### src/rtl/pwr_cmd_pkg.sv
package pwr_cmd_pkg;
  localparam int unsigned BYTE_W = 8;

  typedef enum logic [1:0] {
    OP_WR  = 2'd0,
    OP_RD  = 2'd1,
    OP_RMW = 2'd2
  } op_e;

  typedef enum logic [2:0] {
    ST_IDLE,
    ST_DECODE,
    ST_ACCESS,
    ST_RMW_WAIT,
    ST_RMW_WR,
    ST_FINISH
  } state_e;

  localparam logic [7:0] ERR_NONE  = 8'd0;
  localparam logic [7:0] ERR_TYPE  = 8'd1;
  localparam logic [7:0] ERR_ID    = 8'd2;
  localparam logic [7:0] ERR_COUNT = 8'd3;
  localparam logic [7:0] ERR_SIZE  = 8'd4;
endpackage

### src/rtl/pwr_cmd_decode.sv
module pwr_cmd_decode
  import pwr_cmd_pkg::*;
#(
  parameter int unsigned MAX_REGS  = 5,
  parameter logic [7:0]  MSG_PCTRL = 8'hFF,
  localparam int unsigned CNT_W    = $clog2(MAX_REGS + 1)
) (
  input  logic [7:0]       msg_type_i,
  input  logic [3:0]       cmd_id_i,
  input  logic [7:0]       size_i,
  output logic             ok_o,
  output op_e              op_o,
  output logic [CNT_W-1:0] count_o,
  output logic [7:0]       code_o
);
  logic [7:0] cnt;

  always_comb begin
    code_o = ERR_NONE;
    op_o   = OP_RD;
    cnt    = '0;
    if (msg_type_i != MSG_PCTRL) begin
      code_o = ERR_TYPE;
    end else begin
      unique case (cmd_id_i)
        4'd0: begin
          op_o = OP_WR;
          if ((size_i % 8'd3) != 8'd0) code_o = ERR_SIZE;
          else                         cnt    = size_i / 8'd3;
        end
        4'd1: begin
          op_o = OP_RD;
          if (size_i[0]) code_o = ERR_SIZE;
          else           cnt    = {1'b0, size_i[7:1]};
        end
        4'd2: begin
          op_o = OP_RMW;
          if (size_i != 8'd4) code_o = ERR_SIZE;
          else                cnt    = 8'd1;
        end
        default: code_o = ERR_ID;
      endcase
    end
    if (code_o == ERR_NONE && (cnt == 8'd0 || cnt > 8'(MAX_REGS)))
      code_o = ERR_COUNT;
    ok_o    = (code_o == ERR_NONE);
    count_o = cnt[CNT_W-1:0];
  end
endmodule

### src/rtl/pwr_cmd_seq.sv
module pwr_cmd_seq
  import pwr_cmd_pkg::*;
#(
  parameter int unsigned BUF_BYTES = 16,
  parameter int unsigned MAX_REGS  = 5,
  localparam int unsigned CNT_W    = $clog2(MAX_REGS + 1),
  localparam int unsigned BI_W     = $clog2(BUF_BYTES),
  localparam int unsigned BUF_W    = BUF_BYTES * BYTE_W
) (
  input  logic              clk_i,
  input  logic              rst_ni,
  input  logic              doorbell_i,
  input  logic              dec_ok_i,
  input  op_e               dec_op_i,
  input  logic [CNT_W-1:0]  dec_count_i,
  input  logic [7:0]        dec_code_i,
  input  logic [BUF_W-1:0]  wbuf_i,
  output logic              accept_o,
  output logic              busy_o,
  output logic              done_o,
  output logic              err_o,
  output logic [7:0]        err_code_o,
  output logic [15:0]       reg_addr_o,
  output logic              reg_rd_o,
  output logic              reg_wr_o,
  output logic [7:0]        reg_wdata_o,
  input  logic [7:0]        reg_rdata_i,
  output logic              cap_en_o,
  output logic [BI_W-1:0]   cap_idx_o,
  output logic [7:0]        cap_data_o
);
  state_e           state_q, state_d;
  op_e              op_q;
  logic [CNT_W-1:0] idx_q, cnt_q, rd_idx_q;
  logic             rd_pend_q, err_q, done_q;
  logic [7:0]       code_q, old_q;
  logic [BI_W-1:0]  lo_ix, hi_ix, dat_ix;
  logic             last_idx;

  function automatic logic [7:0] wb_byte(input logic [BI_W-1:0] ix);
    return wbuf_i[ix*BYTE_W +: BYTE_W];
  endfunction

  assign lo_ix    = BI_W'(2 * int'(idx_q));
  assign hi_ix    = BI_W'(2 * int'(idx_q) + 1);
  assign dat_ix   = BI_W'(2 * int'(cnt_q) + int'(idx_q));
  assign last_idx = (CNT_W'(idx_q + 1'b1) == cnt_q);
  assign accept_o = doorbell_i && (state_q == ST_IDLE);

  always_comb begin
    state_d = state_q;
    unique case (state_q)
      ST_IDLE:     if (doorbell_i) state_d = ST_DECODE;
      ST_DECODE:   state_d = dec_ok_i ? ST_ACCESS : ST_FINISH;
      ST_ACCESS: begin
        if (op_q == OP_RMW) state_d = ST_RMW_WAIT;
        else if (last_idx)  state_d = ST_FINISH;
      end
      ST_RMW_WAIT: state_d = ST_RMW_WR;
      ST_RMW_WR:   state_d = ST_FINISH;
      ST_FINISH:   state_d = ST_IDLE;
      default:     state_d = ST_IDLE;
    endcase
  end

  always_comb begin
    reg_rd_o    = 1'b0;
    reg_wr_o    = 1'b0;
    reg_addr_o  = '0;
    reg_wdata_o = '0;
    if (state_q == ST_ACCESS) begin
      reg_addr_o = {wb_byte(hi_ix), wb_byte(lo_ix)};
      if (op_q == OP_WR) begin
        reg_wr_o    = 1'b1;
        reg_wdata_o = wb_byte(dat_ix);
      end else begin
        reg_rd_o = 1'b1;
      end
    end else if (state_q == ST_RMW_WR) begin
      reg_addr_o  = {wb_byte(BI_W'(1)), wb_byte(BI_W'(0))};
      reg_wr_o    = 1'b1;
      // mask bit 1 selects the new value
      reg_wdata_o = (old_q & ~wb_byte(BI_W'(3))) | (wb_byte(BI_W'(2)) & wb_byte(BI_W'(3)));
    end
  end

  always_ff @(posedge clk_i or negedge rst_ni) begin
    if (!rst_ni) begin
      state_q   <= ST_IDLE;
      op_q      <= OP_RD;
      idx_q     <= '0;
      cnt_q     <= '0;
      rd_idx_q  <= '0;
      rd_pend_q <= 1'b0;
      err_q     <= 1'b0;
      code_q    <= ERR_NONE;
      done_q    <= 1'b0;
      old_q     <= '0;
    end else begin
      state_q   <= state_d;
      done_q    <= (state_q == ST_FINISH);
      rd_pend_q <= reg_rd_o;
      rd_idx_q  <= idx_q;
      if (rd_pend_q && op_q == OP_RMW) old_q <= reg_rdata_i;
      if (state_q == ST_DECODE) begin
        op_q   <= dec_op_i;
        cnt_q  <= dec_count_i;
        idx_q  <= '0;
        err_q  <= !dec_ok_i;
        code_q <= dec_code_i;
      end else if (state_q == ST_ACCESS && op_q != OP_RMW && !last_idx) begin
        idx_q <= idx_q + 1'b1;
      end
    end
  end

  assign busy_o     = (state_q != ST_IDLE);
  assign done_o     = done_q;
  assign err_o      = err_q;
  assign err_code_o = code_q;
  assign cap_en_o   = rd_pend_q && (op_q == OP_RD);
  assign cap_idx_o  = BI_W'(rd_idx_q);
  assign cap_data_o = reg_rdata_i;
endmodule

### src/rtl/pwr_cmd_rbuf.sv
module pwr_cmd_rbuf
  import pwr_cmd_pkg::*;
#(
  parameter int unsigned BUF_BYTES = 16,
  localparam int unsigned BI_W     = $clog2(BUF_BYTES),
  localparam int unsigned BUF_W    = BUF_BYTES * BYTE_W
) (
  input  logic             clk_i,
  input  logic             rst_ni,
  input  logic             clear_i,
  input  logic             cap_en_i,
  input  logic [BI_W-1:0]  cap_idx_i,
  input  logic [7:0]       cap_data_i,
  output logic [BUF_W-1:0] rbuf_o
);
  for (genvar g = 0; g < BUF_BYTES; g++) begin : g_byte
    logic [7:0] byte_q;
    always_ff @(posedge clk_i or negedge rst_ni) begin
      if (!rst_ni)                                  byte_q <= '0;
      else if (clear_i)                             byte_q <= '0;
      else if (cap_en_i && cap_idx_i == BI_W'(g))   byte_q <= cap_data_i;
    end
    assign rbuf_o[g*BYTE_W +: BYTE_W] = byte_q;
  end
endmodule

### src/rtl/pwr_cmd_exec.sv
module pwr_cmd_exec
  import pwr_cmd_pkg::*;
#(
  parameter int unsigned BUF_BYTES = 16,
  parameter int unsigned MAX_REGS  = 5,
  parameter logic [7:0]  MSG_PCTRL = 8'hFF,
  localparam int unsigned CNT_W    = $clog2(MAX_REGS + 1),
  localparam int unsigned BI_W     = $clog2(BUF_BYTES),
  localparam int unsigned BUF_W    = BUF_BYTES * BYTE_W
) (
  input  logic             clk_i,
  input  logic             rst_ni,
  input  logic             doorbell_i,
  input  logic [7:0]       msg_type_i,
  input  logic [3:0]       cmd_id_i,
  input  logic [7:0]       size_i,
  input  logic [BUF_W-1:0] wbuf_i,
  output logic [15:0]      reg_addr_o,
  output logic             reg_rd_o,
  output logic             reg_wr_o,
  output logic [7:0]       reg_wdata_o,
  input  logic [7:0]       reg_rdata_i,
  output logic [BUF_W-1:0] rbuf_o,
  output logic             busy_o,
  output logic             done_o,
  output logic             err_o,
  output logic [7:0]       err_code_o
);
  logic [7:0]       type_q, size_q;
  logic [3:0]       id_q;
  logic [BUF_W-1:0] wbuf_q;
  logic             accept, dec_ok, cap_en;
  op_e              dec_op;
  logic [CNT_W-1:0] dec_count;
  logic [7:0]       dec_code, cap_data;
  logic [BI_W-1:0]  cap_idx;

  always_ff @(posedge clk_i or negedge rst_ni) begin
    if (!rst_ni) begin
      type_q <= '0;
      id_q   <= '0;
      size_q <= '0;
      wbuf_q <= '0;
    end else if (accept) begin
      type_q <= msg_type_i;
      id_q   <= cmd_id_i;
      size_q <= size_i;
      wbuf_q <= wbuf_i;
    end
  end

  pwr_cmd_decode #(.MAX_REGS(MAX_REGS), .MSG_PCTRL(MSG_PCTRL)) u_dec (
    .msg_type_i (type_q),
    .cmd_id_i   (id_q),
    .size_i     (size_q),
    .ok_o       (dec_ok),
    .op_o       (dec_op),
    .count_o    (dec_count),
    .code_o     (dec_code)
  );

  pwr_cmd_seq #(.BUF_BYTES(BUF_BYTES), .MAX_REGS(MAX_REGS)) u_seq (
    .clk_i       (clk_i),
    .rst_ni      (rst_ni),
    .doorbell_i  (doorbell_i),
    .dec_ok_i    (dec_ok),
    .dec_op_i    (dec_op),
    .dec_count_i (dec_count),
    .dec_code_i  (dec_code),
    .wbuf_i      (wbuf_q),
    .accept_o    (accept),
    .busy_o      (busy_o),
    .done_o      (done_o),
    .err_o       (err_o),
    .err_code_o  (err_code_o),
    .reg_addr_o  (reg_addr_o),
    .reg_rd_o    (reg_rd_o),
    .reg_wr_o    (reg_wr_o),
    .reg_wdata_o (reg_wdata_o),
    .reg_rdata_i (reg_rdata_i),
    .cap_en_o    (cap_en),
    .cap_idx_o   (cap_idx),
    .cap_data_o  (cap_data)
  );

  pwr_cmd_rbuf #(.BUF_BYTES(BUF_BYTES)) u_rbuf (
    .clk_i      (clk_i),
    .rst_ni     (rst_ni),
    .clear_i    (accept),
    .cap_en_i   (cap_en),
    .cap_idx_i  (cap_idx),
    .cap_data_i (cap_data),
    .rbuf_o     (rbuf_o)
  );
endmodule

### config.mk
export PLATFORM = sky130hd
export DESIGN_NAME = pwr_cmd_exec
export DESIGN_NICKNAME = d
export VERILOG_FILES = /design/src/rtl/pwr_cmd_pkg.sv /design/src/rtl/pwr_cmd_decode.sv /design/src/rtl/pwr_cmd_seq.sv /design/src/rtl/pwr_cmd_rbuf.sv /design/src/rtl/pwr_cmd_exec.sv
export SDC_FILE = /design/constraint.sdc
export NUM_CORES = 1
export LEC_CHECK = 0
export ABC_AREA = 1
export BUFFER_PORTS_ARGS = -buffer_cell sky130_fd_sc_hd__buf_2
export CAP_MARGIN = 25
export CORE_UTILIZATION = 58
export CTS_CLUSTER_DIAMETER = 30
export DETAILED_ROUTE_END_ITERATION = 8
export PLACE_DENSITY_LB_ADDON = 0.05
export SLEW_MARGIN = 5
export SYNTH_ARGS = -nofsm -noshare
export SYNTH_HDL_FRONTEND = slang
export SYNTH_SLANG_ARGS = --single-unit
export TNS_END_PERCENT = 30
### constraint.sdc
create_clock -name clk_i -period 9.72 [get_ports clk_i]
set_input_delay 0.972 -clock clk_i [delete_from_list [all_inputs] [get_ports clk_i]]
set_output_delay 0.972 -clock clk_i [all_outputs]
set_load 0.01 [all_outputs]
==> results of run 1 <==
==> layout make-up <==
type / count / area, um2
sequential: 240 / 6010
fill: 1645 / 5690
multi-input combinational: 1259 / 5680
timing repair buffer: 270 / 1460
clock buffer: 58 / 1310
clock inverter: 31 / 365
tap: 275 / 344
inverter: 77 / 292
antenna: 4 / 10.0
==> registers in the layout, indices dropped and copies added, names as in the netlist <==
register / count
wbuf_q: 128
u_seq.err_o: 1
u_seq.idx_q: 3
u_seq.cnt_q: 3
u_seq.op_q: 2
u_seq.done_o: 1
u_seq.rd_idx_q: 3
size_q: 8
type_q: 8
u_rbuf.g_byte.byte_q: 64
id_q: 4
u_seq.state_q: 3
u_seq.old_q: 8
u_seq.rd_pend_q: 1
u_seq.err_code_o: 3
==> routing by layer <==
| layer | routed length [um] | up-vias | global-route usage |
|---|---|---|---|
| li1 | - | 5766 | - |
| met1 | 15000 | 5832 | 0.437 |
| met2 | 19400 | 609 | 0.592 |
| met3 | 2510 | 119 | 0.0584 |
| met4 | 1890 | 0 | 0.196 |
| met5 | 0 | - | 0 |
==> power groups by stage <==
| stage | Sequential [mW] | Clock [mW] | Combinational [mW] |
|---|---|---|---|
| detailed placement | 1.72 | 0 | 1.64 |
| floorplan | 1.66 | 0 | 1.17 |
| CTS | 1.71 | 1.67 | 1.67 |
| finish | 1.72 | 1.66 | 1.68 |
| global placement | 1.72 | 0 | 1.60 |
| global route | 1.76 | 1.73 | 1.91 |
==> how the worst min path moves through the flow <==
stage	startpoint	end	slack (ns)	cells past startpoint
2_1_floorplan	u_seq.idx_q[0]	u_seq.rd_idx_q[0]	0.38	0
3_3_place_gp	wbuf_q[103]	wbuf_q[103]	0.45	2
3_5_place_dp	type_q[6]	type_q[6]	0.46	2
4_1_cts	rst_ni	type_q[2]	0.42	1
5_1_grt	rst_ni	size_q[1]	0.43	1
6_report	rst_ni	size_q[1]	0.39	1
==> cells by family after synthesis <==
family / synth area share
fa+ha+maj: 0.00558
simple gates: 0.301
other cells: 0.000299
flops: 0.478
buf+inv: 0.0910
xor+xnor: 0.00279
compound gates: 0.121
==> per-stage QoR <==
stage | std cells | hold slack (ns)
final | 2214 | 0.388
after global routing | 2214 | 0.432
after CTS | 2206 | 0.416
after detailed placement | 2117 | 0.459
after global placement | 2116 | 0.454
after floorplan | 1734 | 0.378
==> layout by cell type (no fill, tap or decap), types with 7 or more instances in the layout <==
master     instances
o21ai_0          146
a22o_1             7
o211ai_1          22
buf_2            253
conb_1            69
clkinv_2           8
nor2_1            41
clkbuf_8           7
clkinv_4           8
nand2_1          684
clkbuf_16         48
buf_4             13
nand2_2            7
nand3_1          160
dfrtp_1          238
inv_1             70
a21oi_1           42
a32o_1             7
==> out/metrics.yaml, run 1 <==
min_path:
  hold_path_class: "primary input to async pin"
cts:
  htree_levels: 2
  clk_pin_slew_worst_paths_ns: 0.05
  ctsHoldBuffers: 0
  cts_resized: 0
  cts_buffer_depth: 3
  root_buffer: "clkbuf_16"
  numCtsBuffers: 48
  cts_tree: "built"
  postCtsSetupBuffers: 0
  cts_num_sinks: 240
  clk_latency_ns: 0.55
yosys:
  synth_edf_count: 0
  synth_seq_area_share: 0.478
  synth_top_flop_cell: "dfrtp_1"
  synth-seq-cells: 240
  avgSynthCellArea_um2: 7.54
  netlist_top_cells_area: "dfrtp_1 (48%), nand2_1 (20%), nand3_1 (6.4%), o21ai_0 (5.8%), buf_4 (4.1%)"
  netlist_top_cells_count: "nand2_1 (684), dfrtp_1 (239), nand3_1 (160)"
  yosysUniqueCellTypes: 49
  yosysWarnings: 0
  syn_area_mm2: 0.0126
  synth_top_area_cell: "dfrtp_1"
  synth-async-reset-ratio: 1.00
  synth_top_cell_area_share: 0.476
  synth_most_common_cell: "nand2_1"
  syn_inst: 1666
detailed_routing:
  first_pass_iters: 6
  routed_wl_um: 38800
  wl_per_cell_um: 17.5
  ant_nets: 0
  via_count: 12300
  drc: 0
  routed_via_density: 5.57
  dr.first_iter.drc_count: 1166
timing:
  fmax_ghz: 0.202
  fin_ws_ns: 4.76
  setup_viol: 0
  period_share: 0.510
  fin_skew_ns: 0.0152
  rsz0062_at_grt: "false"
  finalSetupTns_ns: 0
  tightest_slew_ns: 1.01
  maxSlewHeadroom: 0.328
  report.final.slew_viol_count: 0
  period_minus_slack_ns: 4.96
  hold_viol_final: 0
cells_and_area:
  syn_to_final_growth_pct: 23.1
  layout.nets: 2060
  design_area_mm2: 0.0155
  drive_above_1_share: 0.204
  post-route-util: 0.731
placement:
  pre_cts_ws_ns: 5.10
  placed_cell_area_mm2: 0.0137
  gp_congestion: 0.946
  numPortBuffers: 254
  hpwlAfterDp_um: 26200
die:
  start_util: 0.594
  die_h_um: 149
  fp.dieW_um: 149
  rows: 53
  pin_count: 324
  core_area_mm2: 0.0212
  dieArea_mm2: 0.0222
power_and_ir_drop:
  total_power_mw: 5.06
  power.internal_mw: 3.08
  seqPwrFrac: 0.341
  p_per_area_mw_per_mm2: 327
  irDropWorstVdd_mv: 0.192
  combPwrFrac: 0.331
  p_clk_frac: 0.328
  netSwitchingFraction: 0.392
  p_switching_mw: 1.99
  cellLeakagePower_nw: 8.16
worst_setup_path:
  path_cells: "fa_1 > buf_4 > inv_1 > a21oi_1 > a221oi_1 > a311oi_1 > o21ai_0 > buf_2"
  cp-endpoint: "reg_wdata_o[3]"
  rrSetupSlack_ns: 5.98
  reg2reg_to: "u_seq.state_q[0]"
  setup.worst_path.class: "register to output port"
  cp_slowest_cell: "dfrtp_1"
  cp-startpoint: "u_seq.idx_q[2]"
  start_kind: "register"
  ff2ff_path_depth: 27
  slowest_delay_ns: 0.94
  arrival_ns: 3.99
  crit_buf_inv: 3
  timing.rr.start: "size_q[5]"
  cp-end-kind: "output port"
  crit_family: "buffers and inverters"
  required_ns: 8.75
  crit_cells: 8
  path_max_fanout: 25
grt:
  grt-ovfl-total: 0
  grt_pass1_wl_um: 60800
  globalRouteTotalUtil: 0.354
  grt_pass1_vias: 11900
  grt_max_degree: 101
  antenna_found_initial: 4
flow_run:
  max-cap-violations: 0
outcome:
  status: "finished clean"
No activity file was read; power rests on OpenSTA's default activity.
==> run 2: changes to the inputs <==
Settings changed: CORE_UTILIZATION 58 to 49.
Clock period 9.72 ns to 4.5 ns, I/O delays scaled along.
==> run 2 against run 1 <==
Compared with the run above:
- the run now ends with hold timing left
- clock skew grew 0.0021 ns
- flip-flop and latch count is the same
- clock power grew 150%
- highest routed layer unchanged
- critical path depth grew 19
- register-to-register slack lost 5.2 ns
- cell area grew 2.1%
- first-iteration DRC count shrank 15%
- non-clock buffer count grew 5
==> out/metrics.yaml, run 2 (same netlist as run 1, synthesis figures left out) <==
power_and_ir_drop:
  irDropWorstVdd_mv: 0.494
  netSwitchingFraction: 0.372
  cellLeakagePower_nw: 8.30
  p_per_area_mw_per_mm2: 724
  p_clk_frac: 0.362
  power.internal_mw: 7.19
  combPwrFrac: 0.314
  seqPwrFrac: 0.324
  p_switching_mw: 4.25
die:
  dieArea_mm2: 0.0263
  rows: 58
  die_h_um: 162
  pin_count: 324
  start_util: 0.499
  core_area_mm2: 0.0252
  fp.dieW_um: 162
cts:
  cts_resized: 0
  numCtsBuffers: 54
  cts_tree: "built"
  root_buffer: "clkbuf_16"
  cts_buffer_depth: 3
  clk_latency_ns: 0.55
  clk_pin_slew_worst_paths_ns: 0.04
  ctsHoldBuffers: 0
  postCtsSetupBuffers: 0
  cts_num_sinks: 240
  htree_levels: 2
grt:
  grt_pass1_vias: 11700
  globalRouteTotalUtil: 0.299
  grt-ovfl-total: 0
  grt_pass1_wl_um: 61100
  grt_max_degree: 182
  antenna_found_initial: 2
worst_setup_path:
  rrSetupSlack_ns: 0.78
  ff2ff_path_depth: 27
  start_kind: "register"
  required_ns: 4.91
  arrival_ns: 4.13
  timing.rr.start: "size_q[5]"
  cp-startpoint: "size_q[5]"
  setup.worst_path.class: "register to register"
  cp-endpoint: "u_seq.err_code_o[1]"
  reg2reg_to: "u_seq.err_code_o[1]"
  cp-end-kind: "register"
  path_max_fanout: 6
cells_and_area:
  regMostFlops: "wbuf_q"
  final_cell_mix: "nand2_1 (684), buf_2 (253), dfrtp_1 (238)"
  design_area_mm2: 0.0158
  biggestRegsByFlops: "wbuf_q (128), u_rbuf.g_byte.byte_q (64)"
  fillCellCount: 2335
  drive_above_1_share: 0.208
  largest_reg_flops: 128
  layout.nets: 2071
  layout_commonest_cell: "nand2_1"
  syn_to_final_growth_pct: 25.8
timing:
  hold_viol_final: 11
  maxSlewHeadroom: 0.343
  period_minus_slack_ns: 3.72
  fmax_ghz: 0.269
  setup_viol: 0
  report.final.slew_viol_count: 0
  finalSetupTns_ns: 0
  tightest_slew_ns: 0.986
  holdWs_ns: -0.0638
  period_share: 0.827
  fin_skew_ns: 0.0173
  rsz0062_at_grt: "false"
placement:
  placed_cell_area_mm2: 0.0138
  hpwlAfterDp_um: 26900
  gp_congestion: 0.866
  numPortBuffers: 254
detailed_routing:
  routed_via_density: 5.26
  ant_nets: 0
  first_pass_iters: 6
  routed_wl_um: 38500
  wl_per_cell_um: 16.9
  drc: 0
  dr.first_iter.drc_count: 992
  via_count: 12000
min_path:
  hold_path_class: "primary input to async pin"
flow_run:
  max-cap-violations: 0
outcome:
  violations: "hold timing"
  status: "complete, but fails checks"
==> run 2: cell count changes in the layout (fill, tap and decap cells not counted), sizes merged <==
cell    previous run  this run
clkbuf            58        72
bufinv             4         9
buf              270       274
inv               82        78
diode              4         2
clkinv            18        17
==> run 2: worst max-delay path, cell delays in order (launching register included) <==
cell	delay [ns]
dfrtp_1	0.42
inv_1	0.15
nand3_1	0.13
nand2_1	0.09
nand2_2	0.08
nand2_1	0.06
nor2_1	0.05
o21bai_1	0.20
nand2_1	0.11
a21oi_1	0.21
nor2_2	0.08
ha_1	0.25
a21oi_4	0.23
nand3_1	0.10
nand2_1	0.14
ha_1	0.25
nand2_1	0.06
inv_1	0.04
nor2_1	0.10
nand2_1	0.07
nor2_2	0.16
nand4_1	0.13
nand2_2	0.11
nor2_1	0.06
nand2_1	0.08
nand3_2	0.09
nand2_1	0.09
a21oi_1	0.06
==> run 2: power by group through the flow <==
stage | Combinational (mW) | Sequential (mW) | Clock [mW]
after floorplan | 2.53 | 3.59 | 0
after global placement | 3.50 | 3.70 | 0
after detailed placement | 3.57 | 3.71 | 0
after CTS | 3.60 | 3.70 | 4.19
after global routing | 4.12 | 3.80 | 4.30
final | 3.59 | 3.70 | 4.14
==> run 2: stage by stage <==
step                hold WS [ns]  instances  worst slack, ns   util  power, mW
floorplan                  0.154       1734             1.24      -       6.12
global placement           0.450       2178             1.01  0.549       7.21
detailed placement         0.453       2179            0.838  0.549       7.28
CTS                       0.0307       2281            0.809  0.627       11.5
global route              0.0379       2285            0.415  0.627       12.2
finish                   -0.0638       2285            0.779  0.627       11.4
==> run 2: worst min path at each step <==
| stage | end | depth (start not counted) |
|---|---|---|
| 2_1_floorplan | id_q[0] | 0 |
| 5_1_grt | size_q[7] | 1 |
| 3_5_place_dp | wbuf_q[39] | 2 |
| 4_1_cts | id_q[1] | 1 |
| 6_report | size_q[5] | 1 |
| 3_3_place_gp | wbuf_q[39] | 2 |
==> run 2: area by class of cell <==
cell class                 instances  area [um2]  share of cell area
inverter                          77         292              0.0185
sequential                       240        6010               0.380
timing repair buffer             275        1450              0.0919
antenna                            2        5.00            0.000317
clock buffer                      71        1520              0.0959
clock inverter                    31         439              0.0278
multi-input combinational       1259        5670               0.359
tap                              330         413              0.0261
==> run 2: metal layers <==
layer	up-vias	part of all wire	wire length (um)	global-route usage
met5	-	0	0	0
met4	0	0.044	1680	0.149
met3	105	0.067	2580	0.0503
met2	515	0.47	18200	0.486
met1	5614	0.42	16000	0.386
li1	5786	-	-	-
